File: src/rtl/wrf_pkg.sv
package wrf_pkg;
  // Physical index of a logical register inside a given window.
  function automatic int unsigned map_phys(input int unsigned win,
                                           input int unsigned laddr,
                                           input int unsigned stride);
    return win * stride + laddr;
  endfunction

  // Number of physical registers needed by a window set.
  function automatic int unsigned phys_count(input int unsigned nwin,
                                             input int unsigned stride,
                                             input int unsigned nlog);
    return (nwin - 1) * stride + nlog;
  endfunction
endpackage

File: src/rtl/wrf_rise_det.sv
module wrf_rise_det #(
  parameter int N = 2
) (
  input  logic         clk,
  input  logic         rst_n,
  input  logic [N-1:0] lvl,
  output logic [N-1:0] rise
);
  logic [N-1:0] prev;

  for (genvar i = 0; i < N; i++) begin : g_bit
    always_ff @(posedge clk or negedge rst_n) begin
      if (!rst_n) prev[i] <= 1'b0;
      else        prev[i] <= lvl[i];
    end
    assign rise[i] = lvl[i] & ~prev[i];

    AST_RISE_ONCE: assert property (@(posedge clk) disable iff (!rst_n)
      rise[i] |=> !rise[i]);
  end
endmodule

File: src/rtl/wrf_window_ctrl.sv
module wrf_window_ctrl #(
  parameter int NUM_WIN = 8,
  localparam int WW = (NUM_WIN > 1) ? $clog2(NUM_WIN) : 1
) (
  input  logic          clk,
  input  logic          rst_n,
  input  logic          up_evt,
  input  logic          dn_evt,
  input  logic          win_rst,
  output logic [WW-1:0] win,
  output logic          ovf
);
  localparam logic [WW-1:0] TOP = WW'(NUM_WIN - 1);

  logic do_up, do_dn, hit_top, hit_bot;
  assign do_up   = up_evt & ~dn_evt;
  assign do_dn   = dn_evt & ~up_evt;
  assign hit_top = do_up & (win == TOP);
  assign hit_bot = do_dn & (win == '0);

  always_ff @(posedge clk or negedge rst_n) begin
    if (!rst_n) begin
      win <= '0;
      ovf <= 1'b0;
    end else if (win_rst) begin
      win <= '0;
      ovf <= 1'b0;
    end else begin
      if (hit_top || hit_bot) ovf <= 1'b1;
      else if (do_up)         win <= win + 1'b1;
      else if (do_dn)         win <= win - 1'b1;
    end
  end

  AST_STEP_UP: assert property (@(posedge clk) disable iff (!rst_n)
    (up_evt && !dn_evt && !win_rst && win != TOP) |=> win == $past(win) + 1'b1);
  AST_STEP_DOWN: assert property (@(posedge clk) disable iff (!rst_n)
    (dn_evt && !up_evt && !win_rst && win != '0) |=> win == $past(win) - 1'b1);
  AST_WIN_RESET: assert property (@(posedge clk) disable iff (!rst_n)
    win_rst |=> (win == '0 && !ovf));
  AST_PIN_AT_EDGE: assert property (@(posedge clk) disable iff (!rst_n)
    (!win_rst && (hit_top || hit_bot)) |=> ($stable(win) && ovf));
  AST_OVF_STICKY: assert property (@(posedge clk) disable iff (!rst_n)
    (ovf && !win_rst) |=> ovf);
  AST_BOTH_CANCEL: assert property (@(posedge clk) disable iff (!rst_n)
    (up_evt && dn_evt && !win_rst) |=> ($stable(win) && $stable(ovf)));
endmodule

File: src/rtl/wrf_storage.sv
module wrf_storage #(
  parameter int NPHYS = 144,
  parameter int DW    = 16,
  localparam int PW   = $clog2(NPHYS)
) (
  input  logic          clk,
  input  logic          rst_n,
  input  logic [PW-1:0] paddr,
  input  logic          we,
  input  logic [DW-1:0] wdata,
  output logic [DW-1:0] rdata
);
  logic [DW-1:0] regs [NPHYS];

  // Contents carry no reset: window resets must keep them.
  always_ff @(posedge clk) begin
    if (we) regs[paddr] <= wdata;
  end

  assign rdata = regs[paddr];

  AST_WRITE_LANDS: assert property (@(posedge clk) disable iff (!rst_n)
    we |=> regs[$past(paddr)] == $past(wdata));
endmodule

File: src/rtl/wrf_regfile.sv
module wrf_regfile #(
  parameter int DW      = 16,
  parameter int LAW     = 5,
  parameter int NUM_WIN = 8,
  parameter int STRIDE  = 16,
  localparam int NLOG   = 1 << LAW,
  localparam int NPHYS  = wrf_pkg::phys_count(NUM_WIN, STRIDE, NLOG),
  localparam int PW     = $clog2(NPHYS),
  localparam int WW     = (NUM_WIN > 1) ? $clog2(NUM_WIN) : 1
) (
  input  logic           clk,
  input  logic           rst_n,
  input  logic [LAW-1:0] reg_addr,
  input  logic           wr_en,
  input  logic [DW-1:0]  wr_data,
  output logic [DW-1:0]  rd_data,
  input  logic           win_up,
  input  logic           win_down,
  input  logic           win_rst,
  output logic           win_ovf
);
  logic [1:0]    step_rise;
  logic [WW-1:0] win;
  logic [PW-1:0] paddr;

  wrf_rise_det #(.N(2)) u_edges (
    .clk  (clk),
    .rst_n(rst_n),
    .lvl  ({win_down, win_up}),
    .rise (step_rise)
  );

  wrf_window_ctrl #(.NUM_WIN(NUM_WIN)) u_ctrl (
    .clk    (clk),
    .rst_n  (rst_n),
    .up_evt (step_rise[0]),
    .dn_evt (step_rise[1]),
    .win_rst(win_rst),
    .win    (win),
    .ovf    (win_ovf)
  );

  assign paddr = PW'(wrf_pkg::map_phys(int'(win), int'(reg_addr), STRIDE));

  wrf_storage #(.NPHYS(NPHYS), .DW(DW)) u_mem (
    .clk  (clk),
    .rst_n(rst_n),
    .paddr(paddr),
    .we   (wr_en),
    .wdata(wr_data),
    .rdata(rd_data)
  );

  AST_MAP_IN_RANGE: assert property (@(posedge clk) disable iff (!rst_n)
    int'(paddr) < NPHYS);
  AST_RESET_STATE: assert property (@(posedge clk)
    $rose(rst_n) |-> (win == '0 && !win_ovf));
endmodule

File: config.mk
export PLATFORM = sky130hd
export DESIGN_NAME = wrf_regfile
export DESIGN_NICKNAME = d
export VERILOG_FILES = /design/src/rtl/wrf_pkg.sv /design/src/rtl/wrf_rise_det.sv /design/src/rtl/wrf_window_ctrl.sv /design/src/rtl/wrf_storage.sv /design/src/rtl/wrf_regfile.sv
export SDC_FILE = /design/constraint.sdc
export NUM_CORES = 2
export LEC_CHECK = 0
export BUFFER_PORTS_ARGS = -buffer_cell sky130_fd_sc_hd__buf_2
export CAP_MARGIN = 20
export CORE_MARGIN = 5
export CORE_UTILIZATION = 40
export CTS_BUF_LIST = sky130_fd_sc_hd__clkbuf_4 sky130_fd_sc_hd__clkbuf_8 sky130_fd_sc_hd__clkbuf_16
export CTS_CLUSTER_DIAMETER = 80
export DETAILED_ROUTE_END_ITERATION = 10
export SETUP_SLACK_MARGIN = 0.3
export SYNTH_ARGS = -nofsm -noshare
export SYNTH_HDL_FRONTEND = slang
export SYNTH_SLANG_ARGS = --single-unit
File: constraint.sdc
create_clock -name clk -period 5.3 [get_ports clk]
set_input_delay 0.53 -clock clk [delete_from_list [all_inputs] [get_ports clk]]
set_output_delay 0.53 -clock clk [all_outputs]
set_load 0.05 [all_outputs]
=== Word level (Yosys, flattened, before mapping) ===
Memory sizes are Yosys's and may differ from the RTL's.
Cells that the tools add are included.
Widths: inputs -> output; s select.

* Bits in registers: 6
* Bits in writable memories: 2304
* Input bits: 27
* Memories kept: 1

* $add $sub $neg: 3
* Equal/unequal tests: 2
* Multiplexer cells: 8
* Bitwise logic cells: 10
* Reduce and logical (&&, ||, !) cells: 5

{| class="wikitable"
|+ Memories
! memory !! depth !! bits a word !! read ports !! clocked after Yosys merged registers in !! write ports !! line !! text
|-
| u_mem.regs || 144 || 16 || 1 || 0 || 1 || wrf_storage.sv:13 || <nowiki>logic [DW-1:0] regs [NPHYS];</nowiki>
|}

{| class="wikitable"
|+ Operators by type and width
! cell !! count
|-
| $mux 3 || 4
|-
| $add 7x5->8 || 1
|-
| $and 1x1->1 || 6
|-
| $mux 1 || 4
|-
| $not 1->1 || 4
|-
| $add 3x1->3 const B || 1
|-
| $eq 3x3->1 const B || 1
|-
| $logic_not 3->1 || 1
|-
| $reduce_bool 3->1 || 1
|-
| $sub 3x1->3 const B || 1
|-
| $ne 2x2->1 const B || 1
|-
| $reduce_and 2->1 || 1
|-
| $reduce_bool 2->1 || 1
|-
| $logic_or 1x1->1 || 1
|}

=== Logic depth before layout (Yosys ltp) ===
* Depth after elaboration: 8
* Gate-level depth with buffers: 12

=== Hierarchy ===
From an unflattened synthesis, not the netlist that was laid out.

* Cell total of the unflattened synthesis: 4338
* Area, all modules: 89672.3 um^2

{| class="wikitable"
|+ By module, submodules not included
! module !! instances !! cells each !! area each (um^2) !! sequential area each (um^2)
|-
| wrf_storage || 1 || 4290 || 89208.1 || 69186.4
|-
| wrf_window_ctrl || 1 || 40 || 345.3 || 100.1
|-
| wrf_rise_det || 1 || 4 || 77.6 || 50.0
|-
| wrf_regfile || 1 || 4 || 41.3 || 0.0
|}

=== Worst setup path after synthesis ===
OpenSTA, ideal clock, no wires.

* Path kind: input -> output
* Start: in reg_addr[1]
* End: out rd_data[15]
* Arrival time: 3.380 ns
* Setup slack: 1.390 ns
* Cell stages on the path: 10
* Buffers on the path: 5
* Cell sequence: buf_2 -> buf_2 -> buf_2 -> clkbuf_1 -> buf_2 -> and2_1 -> a211oi_1 -> a2111oi_0 -> a211oi_1 -> nor3_1

* Cells in the longest elaborated chain, start to end: 2

{| class="wikitable"
|+ Ends and longest elaborated chain
! item !! line !! text
|-
| from (decl) || wrf_regfile.sv:13 || <nowiki>input logic [LAW-1:0] reg_addr,</nowiki>
|-
| $add 7x5->8 || wrf_pkg.sv:6 || <nowiki>return win * stride + laddr;</nowiki>
|-
| $mem_v2 144x16 || -- ||
|-
| to (decl) || wrf_regfile.sv:16 || <nowiki>output logic [DW-1:0] rd_data,</nowiki>
|}

No other way between the ends.

=== Final worst setup path ===
* Start: reg u_ctrl.win[0]
* End: out rd_data[0]

* Cells in the longest elaborated chain, start to end: 2

{| class="wikitable"
|+ Ends and longest elaborated chain
! item !! line !! text
|-
| from (decl) || wrf_window_ctrl.sv:10 || <nowiki>output logic [WW-1:0] win,</nowiki>
|-
| from (signal assigned) || wrf_window_ctrl.sv:30 || <nowiki>else if (do_up) win <= win + 1'b1;</nowiki>
|-
| from (signal assigned) || wrf_window_ctrl.sv:31 || <nowiki>else if (do_dn) win <= win - 1'b1;</nowiki>
|-
| $add 7x5->8 || wrf_pkg.sv:6 ||
|-
| $mem_v2 144x16 || -- ||
|}

No other way between the ends.

==> impl_metrics.json <==
{
  "worstSkewPairLatency_ns": 0.85,
  "yosysSeqAreaShare": 0.778,
  "synth_area_um2": 89100,
  "drc_errors": 0,
  "vias_per_cell": 5.72,
  "dieArea_um2": 232000,
  "yosys.area_share.xor_xnor": 0.000393,
  "synth_adder_area_share": 0.000506,
  "firstDrtPassIters": 7,
  "path_clk_slew_ns": 0.06,
  "grt_pass1_wl_mm": 326,
  "start_util": 0.402,
  "via_count": 42900,
  "dp_hpwl_mm": 137,
  "maxCapViolations": 0,
  "port_buffers": 43,
  "synthArstFlopShare": 0.00260,
  "clockRootBuffer": "clkbuf_16",
  "gp_congestion": 0.913,
  "grt_pass1_vias": 42800,
  "drive_gt1_frac": 0.290,
  "die_h_um": 482,
  "num_io_pins": 44,
  "slew_viol_final": 0,
  "fin_setup_tns_ns": 0,
  "p_total_w": 0.0384,
  "p_per_area_nw_per_um2": 376,
  "hold_viol_final": 0,
  "slew_headroom": 0.241,
  "antenna_left": 0,
  "grt_max_degree": 85,
  "max_freq_ghz": 0.203,
  "fin_area_um2": 102000,
  "cts_buffers": 223,
  "crit_path_start_kind": "register",
  "die_w_um": 482,
  "syn_avg_cell_area_um2": 22.2,
  "layout_common_cells": "edfxtp_1 (2304), mux4_2 (506), mux2i_1 (343), buf_4 (283), clkbuf_16 (224)",
  "cts_setup_buffers": 0,
  "antenna_found_initial": 9,
  "syn_nets": 4039,
  "clockBufferDepth": 3,
  "synth-seq-cells": 2310,
  "yosysWarnings": 0,
  "period_minus_slack_ns": 4.93,
  "area_delta_synth_final_pct": 14.4,
  "grt_overflow_total": 0,
  "n_fill_cell": 18300,
  "ys_types": 54,
  "htree_levels": 4,
  "whs_ns": 0.0829,
  "setup_viol": 0,
  "core-area_um2": 222000,
  "nets": 4374,
  "rows": 173,
  "synth_top_family_by_area": "multiplexers",
  "synthCells": 4009,
  "crit_path_max_fanout": 19,
  "cts.sinks": 2310,
  "placed_area_um2": 94700,
  "synth_edf_count": 2304,
  "cts_tree": "built",
  "min_path_type": "input pin to register",
  "fin_skew_ns": 0.0372,
  "synth-main-ff-cell": "edfxtp_1",
  "status": "finished clean",
  "power.leakage_nw": 32.4,
  "rsz0062_at_grt": "no",
  "routed_wirelength_mm": 230,
  "layout_commonest_cell": "edfxtp_1",
  "irDropWorstVdd_uv": 295,
  "grt_usage": 0.196,
  "crit_type": "register to primary output",
  "end_kind": "primary output",
  "synth.area.mux_share": 0.167,
  "final.period_utilization": 0.931,
  "first_iter_violations": 4808,
  "worstPathRequired_ns": 4.77,
  "worst_pin_slew_ns": 1.14,
  "synthSimpleGateAreaFrac": 0.0126,
  "routedWlPerCell_um": 30.6,
  "cp_data_arrival_time_ns": 4.40,
  "synth_compound_area_frac": 0.0265
}
[area by class of cell]
class | instances | area (um^2) | share of cell area
Inverter | 10 | 37.5 | 0.000368
Sequential cell | 2310 | 69300 | 0.680
Multi-Input combinational cell | 1458 | 18900 | 0.185
Clock inverter | 121 | 998 | 0.00980
Timing Repair Buffer | 341 | 2970 | 0.0291
Antenna cell | 8 | 20.0 | 0.000196
Clock buffer | 274 | 5980 | 0.0587
Tap cell | 2975 | 3720 | 0.0365
[logic make-up after synthesis]
family | after synthesis
XOR/XNOR | 4
multiplexers | 854
flip-flops | 2310
adder cells (fa/ha/maj) | 3
AO/OA/AOI/OAI | 340
buffers and inverters | 241
AND/OR/NAND/NOR | 257
[metal layers]
metal  up-vias  track usage  part of all wire
met3       364       0.0345             0.066
met2      1651        0.307              0.47
met4         0       0.0647             0.035
met5         -            0                 0
met1     23300        0.281              0.43
li1      17600            -                 -
[synth_stat cells, types with 12 or more instances]
cell type  count  area share
o41ai_1       15      0.0015
clkbuf_1     102      0.0043
buf_2         42      0.0024
a22oi_1      180       0.015
nor2_1       165      0.0070
nand2b_1      12     0.00084
buf_1         22     0.00093
a21oi_1       97      0.0054
buf_6         28      0.0035
mux4_2       506        0.13
edfxtp_1    2304        0.78
nand2_1       26      0.0011
buf_4         34      0.0029
mux2i_1      343       0.039
[report_power, final]
part | total, W | leakage, nW | switching, W | internal [W]
Combinational | 0.00294 | 8.18 | 0.00199 | 0.000955
Clock | 0.0152 | 3.48 | 0.00673 | 0.00849
Sequential | 0.0202 | 20.8 | 0.0000225 | 0.0202
Total | 0.0384 | 32.4 | 0.00873 | 0.0296
[what timing repair did]
item / CTS / global route
hold buffers: 5 / 0
endpoints found under the hold margin: 12 / 0
cloned: 0 / 0
pin swaps: 1 / 1
resized for setup: 17 / 14
setup endpoints to repair: 7 / 6
[sequential cells by signal (all words and copies together), names as in the netlist]
signal / cells
u_edges.prev: 2
u_mem.regs: 2304
u_ctrl.ovf: 1
u_ctrl.win: 3
[critical path, cell delays in order, from the launching register on]
cell and delay (ns):
dfrtp_1 0.41, ha_1 0.61, buf_4 0.43, mux2i_1 0.13, mux4_2 0.54, nor2_1 0.20, a2111oi_0 0.10, buf_4 0.18
nor3_2 0.55, buf_2 0.38
[stage by stage]
| stage | utilization | setup WS, ns | std cells |
|---|---|---|---|
| after global placement | 0.427 | 0.236 | 7088 |
| after global routing | 0.459 | 0.351 | 7491 |
| after detailed placement | 0.427 | 0.261 | 7089 |
| after floorplan | - | 1.39 | 4009 |
| final | 0.459 | 0.365 | 7497 |
| after CTS | 0.459 | 0.131 | 7489 |
[path summary, 6_finish.rpt]
check                               from                 to  cells after the start  slack [ns]
setup reg to reg           u_ctrl.win[0]  u_mem.regs[57][7]                      8        1.57
min in group asynchronous          rst_n    u_edges.prev[0]                      3        0.62
max in group asynchronous          rst_n    u_edges.prev[1]                      3        4.44
hold / removal                wr_data[2]  u_mem.regs[72][2]                      1        0.08
hold reg to reg               u_ctrl.ovf         u_ctrl.ovf                      2        0.51
setup / recovery           u_ctrl.win[0]         rd_data[0]                      9        0.37
No activity file was read; power rests on OpenSTA's default activity.
